File: src/rtl/cfu_pkg.sv
package cfu_pkg;

  localparam int PRED_COUNT = 10;

  // predicate bit positions on the pred output
  localparam int P_EQ  = 0;
  localparam int P_NE  = 1;
  localparam int P_SLT = 2;
  localparam int P_SLE = 3;
  localparam int P_SGT = 4;
  localparam int P_SGE = 5;
  localparam int P_ULT = 6;
  localparam int P_ULE = 7;
  localparam int P_UGT = 8;
  localparam int P_UGE = 9;

  typedef struct packed {
    logic cout;
    logic cin;
    logic neg;
    logic zero;
    logic ovf;
  } cfu_flags_t;

  localparam int FLAG_COUNT = $bits(cfu_flags_t);

endpackage

File: src/rtl/cfu_subtractor.sv
module cfu_subtractor #(
  parameter int WIDTH = 16
) (
  input  logic [WIDTH-1:0] x,
  input  logic [WIDTH-1:0] y,
  output logic [WIDTH-1:0] diff,
  output logic             carry_out,
  output logic             carry_msb_in
);
  localparam int LOW = WIDTH - 1;

  logic [WIDTH-1:0] y_inv;
  logic [LOW:0]     low_sum;
  logic             top_sum;

  assign y_inv = ~y;

  // low WIDTH-1 bits plus the +1 that completes the two's complement;
  // the extra bit is the carry handed to the top position
  assign low_sum = {1'b0, x[LOW-1:0]} + {1'b0, y_inv[LOW-1:0]}
                 + {{LOW{1'b0}}, 1'b1};

  assign carry_msb_in = low_sum[LOW];
  assign top_sum      = x[LOW] ^ y_inv[LOW] ^ carry_msb_in;
  assign carry_out    = (x[LOW] & y_inv[LOW])
                      | (carry_msb_in & (x[LOW] ^ y_inv[LOW]));
  assign diff         = {top_sum, low_sum[LOW-1:0]};

endmodule

File: src/rtl/cfu_flag_gen.sv
module cfu_flag_gen
  import cfu_pkg::*;
#(
  parameter int WIDTH = 16
) (
  input  logic [WIDTH-1:0] diff,
  input  logic             carry_out,
  input  logic             carry_msb_in,
  output cfu_flags_t       flags
);
  always_comb begin
    flags.cout = carry_out;
    flags.cin  = carry_msb_in;
    flags.neg  = diff[WIDTH-1];
    flags.zero = ~|diff;
    flags.ovf  = carry_msb_in ^ carry_out;
  end
endmodule

File: src/rtl/cfu_predicate.sv
module cfu_predicate
  import cfu_pkg::*;
(
  input  cfu_flags_t             flags,
  output logic [PRED_COUNT-1:0]  pred
);
  logic less_s;

  always_comb begin
    less_s       = flags.neg ^ flags.ovf;
    pred         = '0;
    pred[P_EQ]   = flags.zero;
    pred[P_NE]   = ~flags.zero;
    pred[P_SLT]  = less_s;
    pred[P_SGE]  = ~less_s;
    pred[P_SLE]  = less_s | flags.zero;
    pred[P_SGT]  = ~less_s & ~flags.zero;
    pred[P_ULT]  = ~flags.cout;
    pred[P_UGE]  = flags.cout;
    pred[P_ULE]  = ~flags.cout | flags.zero;
    pred[P_UGT]  = flags.cout & ~flags.zero;
  end
endmodule

File: src/rtl/cfu_out_stage.sv
module cfu_out_stage #(
  parameter int BITS       = 8,
  parameter bit REGISTERED = 1'b1
) (
  input  logic            clk,
  input  logic            rst_n,
  input  logic            en,
  input  logic [BITS-1:0] d,
  output logic [BITS-1:0] q
);
  generate
    if (REGISTERED) begin : g_reg
      logic [BITS-1:0] q_r;
      logic [BITS-1:0] q_next;

      always_comb begin
        q_next = q_r;
        if (en) q_next = d;
      end

      always_ff @(posedge clk or negedge rst_n) begin
        if (!rst_n) q_r <= '0;
        else        q_r <= q_next;
      end

      assign q = q_r;
    end else begin : g_pass
      logic unused_ctrl;
      assign unused_ctrl = ^{clk, rst_n, en};
      assign q = d;
    end
  endgenerate
endmodule

File: src/rtl/cmp_flag_unit.sv
module cmp_flag_unit
  import cfu_pkg::*;
#(
  parameter int WIDTH      = 16,
  parameter bit REGISTERED = 1'b1
) (
  input  logic                  clk,
  input  logic                  rst_n,
  input  logic                  en,
  input  logic [WIDTH-1:0]      op_x,
  input  logic [WIDTH-1:0]      op_y,
  output logic [WIDTH-1:0]      diff,
  output logic                  flag_cout,
  output logic                  flag_cin,
  output logic                  flag_neg,
  output logic                  flag_zero,
  output logic                  flag_ovf,
  output logic [PRED_COUNT-1:0] pred
);
  localparam int BUS_BITS = WIDTH + FLAG_COUNT + PRED_COUNT;

  logic [WIDTH-1:0]      raw_diff;
  logic                  raw_cout;
  logic                  raw_cin;
  cfu_flags_t            raw_flags;
  cfu_flags_t            out_flags;
  logic [PRED_COUNT-1:0] raw_pred;
  logic [BUS_BITS-1:0]   bus_d;
  logic [BUS_BITS-1:0]   bus_q;

  cfu_subtractor #(.WIDTH(WIDTH)) u_sub (
    .x            (op_x),
    .y            (op_y),
    .diff         (raw_diff),
    .carry_out    (raw_cout),
    .carry_msb_in (raw_cin)
  );

  cfu_flag_gen #(.WIDTH(WIDTH)) u_flags (
    .diff         (raw_diff),
    .carry_out    (raw_cout),
    .carry_msb_in (raw_cin),
    .flags        (raw_flags)
  );

  cfu_predicate u_pred (
    .flags (raw_flags),
    .pred  (raw_pred)
  );

  assign bus_d = {raw_diff, raw_flags, raw_pred};

  cfu_out_stage #(.BITS(BUS_BITS), .REGISTERED(REGISTERED)) u_out (
    .clk   (clk),
    .rst_n (rst_n),
    .en    (en),
    .d     (bus_d),
    .q     (bus_q)
  );

  assign {diff, out_flags, pred} = bus_q;
  assign flag_cout = out_flags.cout;
  assign flag_cin  = out_flags.cin;
  assign flag_neg  = out_flags.neg;
  assign flag_zero = out_flags.zero;
  assign flag_ovf  = out_flags.ovf;

endmodule

File: config.mk
export PLATFORM = sky130hd
export DESIGN_NAME = cmp_flag_unit
export DESIGN_NICKNAME = d
export VERILOG_FILES = /design/src/rtl/cfu_pkg.sv /design/src/rtl/cfu_subtractor.sv /design/src/rtl/cfu_flag_gen.sv /design/src/rtl/cfu_predicate.sv /design/src/rtl/cfu_out_stage.sv /design/src/rtl/cmp_flag_unit.sv
export SDC_FILE = /design/constraint.sdc
export NUM_CORES = 1
export LEC_CHECK = 0
export BUFFER_PORTS_ARGS = -buffer_cell sky130_fd_sc_hd__buf_2
export CORE_UTILIZATION = 32
export DETAILED_ROUTE_END_ITERATION = 16
export GPL_TIMING_DRIVEN = 1
export PLACE_DENSITY = 0.59
export SLEW_MARGIN = 15
export SYNTH_ARGS = -nofsm -noshare
export SYNTH_HDL_FRONTEND = slang
export SYNTH_SLANG_ARGS = --single-unit
File: constraint.sdc
create_clock -name clk -period 1.18 [get_ports clk]
set_clock_uncertainty 0.1 [all_clocks]
set_input_delay 0.118 -clock clk [delete_from_list [all_inputs] [get_ports clk]]
set_output_delay 0.118 -clock clk [all_outputs]
set_load 0.05 [all_outputs]
==> flow_metrics.py <==
metrics = {
    "status": {
        "outcome": "finished, violations left",
        "violations": "negative setup slack",
    },
    "logic_synthesis": {
        "synth_top_cell_area_share_pct": 36.0,
        "syn_nets": 258,
        "ys_seq_area_share_pct": 36.0,
        "synth_area_per_cell_um2": 9.49,
        "synthTopCellsByArea": "dfrtp_1 (36%), ha_1 (9.6%), mux2_2 (6.9%), inv_1 (5.2%), o21ai_0 (3.6%)",
        "synth_cell_types": 48,
        "yosys.area.top_type": "dfrtp_1",
        "synth-async-reset-ratio_pct": 100,
        "synth_cells": 205,
        "synth-edff-count": 0,
        "synth_warnings": 0,
        "synth_ff_type": "dfrtp_1",
        "yosys_register_bits": 28,
        "netlist_area_mm2": 0.00195,
    },
    "worst_setup_path": {
        "worstSetupPathType": "in -> reg",
        "required_ns": 1.25,
        "r2r-end": "u_out.q[12]$_DFFE_PN0P_",
        "cp_max_fo": 5,
        "setup.worst_path.end_class": "register",
        "cp-endpoint": "u_out.q[4]$_DFFE_PN0P_",
        "r2r_start": "u_out.q[12]$_DFFE_PN0P_",
        "r2r_slack_ns": 0.28,
        "cp-start-kind": "input port",
        "cp_data_arrival_time_ns": 3.56,
        "startpoint": "op_y[5]",
        "reg2reg_depth": 1,
    },
    "sta": {
        "max_clock_freq_mhz": 286,
        "slew_headroom_pct": 71.7,
        "final-max-slew-violation-count": 0,
        "setup_viol": 26,
        "setup_ws_ns": -2.32,
        "rsz0062_at_grt": "yes",
        "min_period_ns": 3.50,
        "post-route-period-util_pct": 297,
        "tightest_slew_ns": 0.414,
        "finalHoldViolCount": 0,
    },
    "routing": {
        "drt-pass1-iter-count": 4,
        "drc": 0,
        "antenna_left": 0,
        "detail_route.wl_per_cell_um": 12.8,
        "drtIter0Drc": 58,
        "viasPerCell": 4.58,
        "wl_um": 5160,
        "via_count": 1854,
    },
    "clock_tree": {
        "cts_sinks": 28,
        "cts_buffer_depth": 2,
        "cts_root_buf": "clkbuf_8",
        "h-tree-depth": 1,
        "cts_buffers": 3,
        "cts_tree": "built",
        "cts.clk_slew.worst_paths_ns": 0.09,
        "clk_latency_ns": 0.27,
    },
    "global_routing": {
        "grt_use_total_pct": 17.1,
        "antenna_found_initial": 0,
        "grt_pass1_vias": 1842,
        "grt_max_degree": 29,
        "grt-ovfl-total": 0,
        "grt_first_pass_wirelength_um": 8490,
    },
    "placement": {
        "io_buffers": 65,
        "place_area_mm2": 0.00289,
        "hpwl_um": 3930,
        "place.gp.congestion": 0.748,
    },
    "min_path": {
        "hold_path.class": "in -> reg",
    },
    "power_and_ir_drop": {
        "p_leak_nw": 1.68,
        "powerDensity_mw_per_mm2": 1250,
        "vdd_ir_drop_max_mv": 0.750,
    },
    "floorplan": {
        "dieArea_mm2": 0.00640,
        "num_rows": 28,
        "fp.coreArea_mm2": 0.00589,
        "die_h_um": 80.0,
        "start_util_pct": 33.1,
        "die_x_um": 80.0,
        "ioPinCount": 66,
    },
    "cells_and_area": {
        "final_nets": 384,
        "num-fill-cells": 523,
        "layout_commonest_cell": "buf_2",
        "utilization_pct": 57.8,
        "design_area_mm2": 0.00340,
        "syn_to_final_growth_pct": 74.8,
        "multi_input_area_mm2": 0.00152,
        "drive_above_1_share_pct": 63.6,
        "largest_reg_flops": 28,
        "antennaDiodeCount": 0,
        "register_area_um2": 701,
        "layout_common_cells": "buf_2 (54), buf_4 (52), dfrtp_1 (28), inv_1 (18)",
    },
    "flow_run": {
        "drv_cap": 0,
    },
}
==> cell usage after synthesis (2+ instances only) <==
library cell and instances:
mux2_2 12, fa_1 3, dfrtp_1 28, o21ai_0 14
clkbuf_1 4, o21ai_1 2, and3_1 3, nor3_1 3
nor2b_1 2, nand3_1 3, a21boi_1 2, mux2i_1 2
o211ai_1 2, a21boi_0 2, a31oi_1 2, inv_1 27
a21oi_1 11, o21a_1 3, nor2_1 4, xnor2_1 8
ha_1 15, a21o_1 3, o31ai_1 3, buf_4 4
nand2_1 18, xor2_1 3
==> worst min path at each step <==
stage / start / end / slack (ns) / depth (start not counted)
global route: op_y[0] / u_out.q[15]$_DFFE_PN0P_ / 0.11 / 3
global placement: rst_n / u_out.q[2]$_DFFE_PN0P_ / 0.04 / 2
finish: op_y[0] / u_out.q[15]$_DFFE_PN0P_ / 0.08 / 3
CTS: op_y[0] / u_out.q[15]$_DFFE_PN0P_ / 0.09 / 3
detailed placement: rst_n / u_out.q[6]$_DFFE_PN0P_ / 0.04 / 2
floorplan: rst_n / u_out.q[10]$_DFFE_PN0P_ / -0.28 / 0
==> timing repair <==
action	CTS	global route
gates resized for setup	53	34
setup endpoints to repair	26	31
buffers inserted	6	9
endpoints found under the hold margin	28	0
hold buffers	1	0
pin swaps	18	28
==> stage by stage <==
| stage | setup TNS (ns) | power [mW] | std cells | setup slack [ns] | hold slack, ns |
|---|---|---|---|---|---|
| floorplan | -25.33 | 2.64 | 205 | -2.28 | -0.278 |
| global placement | -34.75 | 3.30 | 390 | -2.54 | 0.0370 |
| detailed placement | -36.00 | 3.33 | 390 | -2.64 | 0.0446 |
| CTS | -26.18 | 4.12 | 399 | -2.28 | 0.0856 |
| global route | -29.76 | 4.50 | 405 | -2.51 | 0.106 |
| finish | -27.28 | 4.24 | 405 | -2.32 | 0.0789 |
==> cell type report <==
class	instances	share of cell area (%)
Timing Repair Buffer	129	26.7
Multi-Input combinational cell	142	44.7
Sequential cell	28	20.6
Tap cell	75	2.76
Clock buffer	4	1.62
Inverter	27	3.57
==> cells by family after synthesis <==
family                   Yosys count  synth area share [%]
buffers and inverters             35                  7.52
AND/OR/NAND/NOR                   47                  13.7
adder cells (fa/ha/maj)           18                  12.7
XOR/XNOR                          11                  4.95
AO/OA/AOI/OAI                     52                  17.1
flip-flops                        28                  36.0
multiplexers                      14                  7.97
==> per-layer routing <==
metal	vias to the layer above	global-route usage [%]	share of wire [%]
met1	854	23.2	47
met5	-	0	0
met2	41	29.4	50
li1	955	-	-
met4	0	3.57	1.0
met3	4	1.49	2.3
==> worst max-delay path, cell delays in order <==
cell and delay [ns]:
buf_2 0.10, inv_2 0.05, ha_4 0.19, or2_4 0.23, a21oi_4 0.17, a31oi_4 0.06
a211oi_2 0.25, o21ai_1 0.13, a21oi_2 0.18, inv_2 0.06, fa_2 0.42, or4_4 0.52
or4_4 0.44, nor4_4 0.24, nand4_2 0.19, a21boi_2 0.21
==> power by group <==
part           leakage, nW  total (mW)  switching [mW]  internal [mW]
Sequential           0.331        1.24           0.103           1.13
Clock               0.0288       0.576           0.278          0.298
Combinational         1.32        2.43            1.41           1.02
Total                 1.68        4.24            1.79           2.45
No activity file was read; power rests on OpenSTA's default activity.
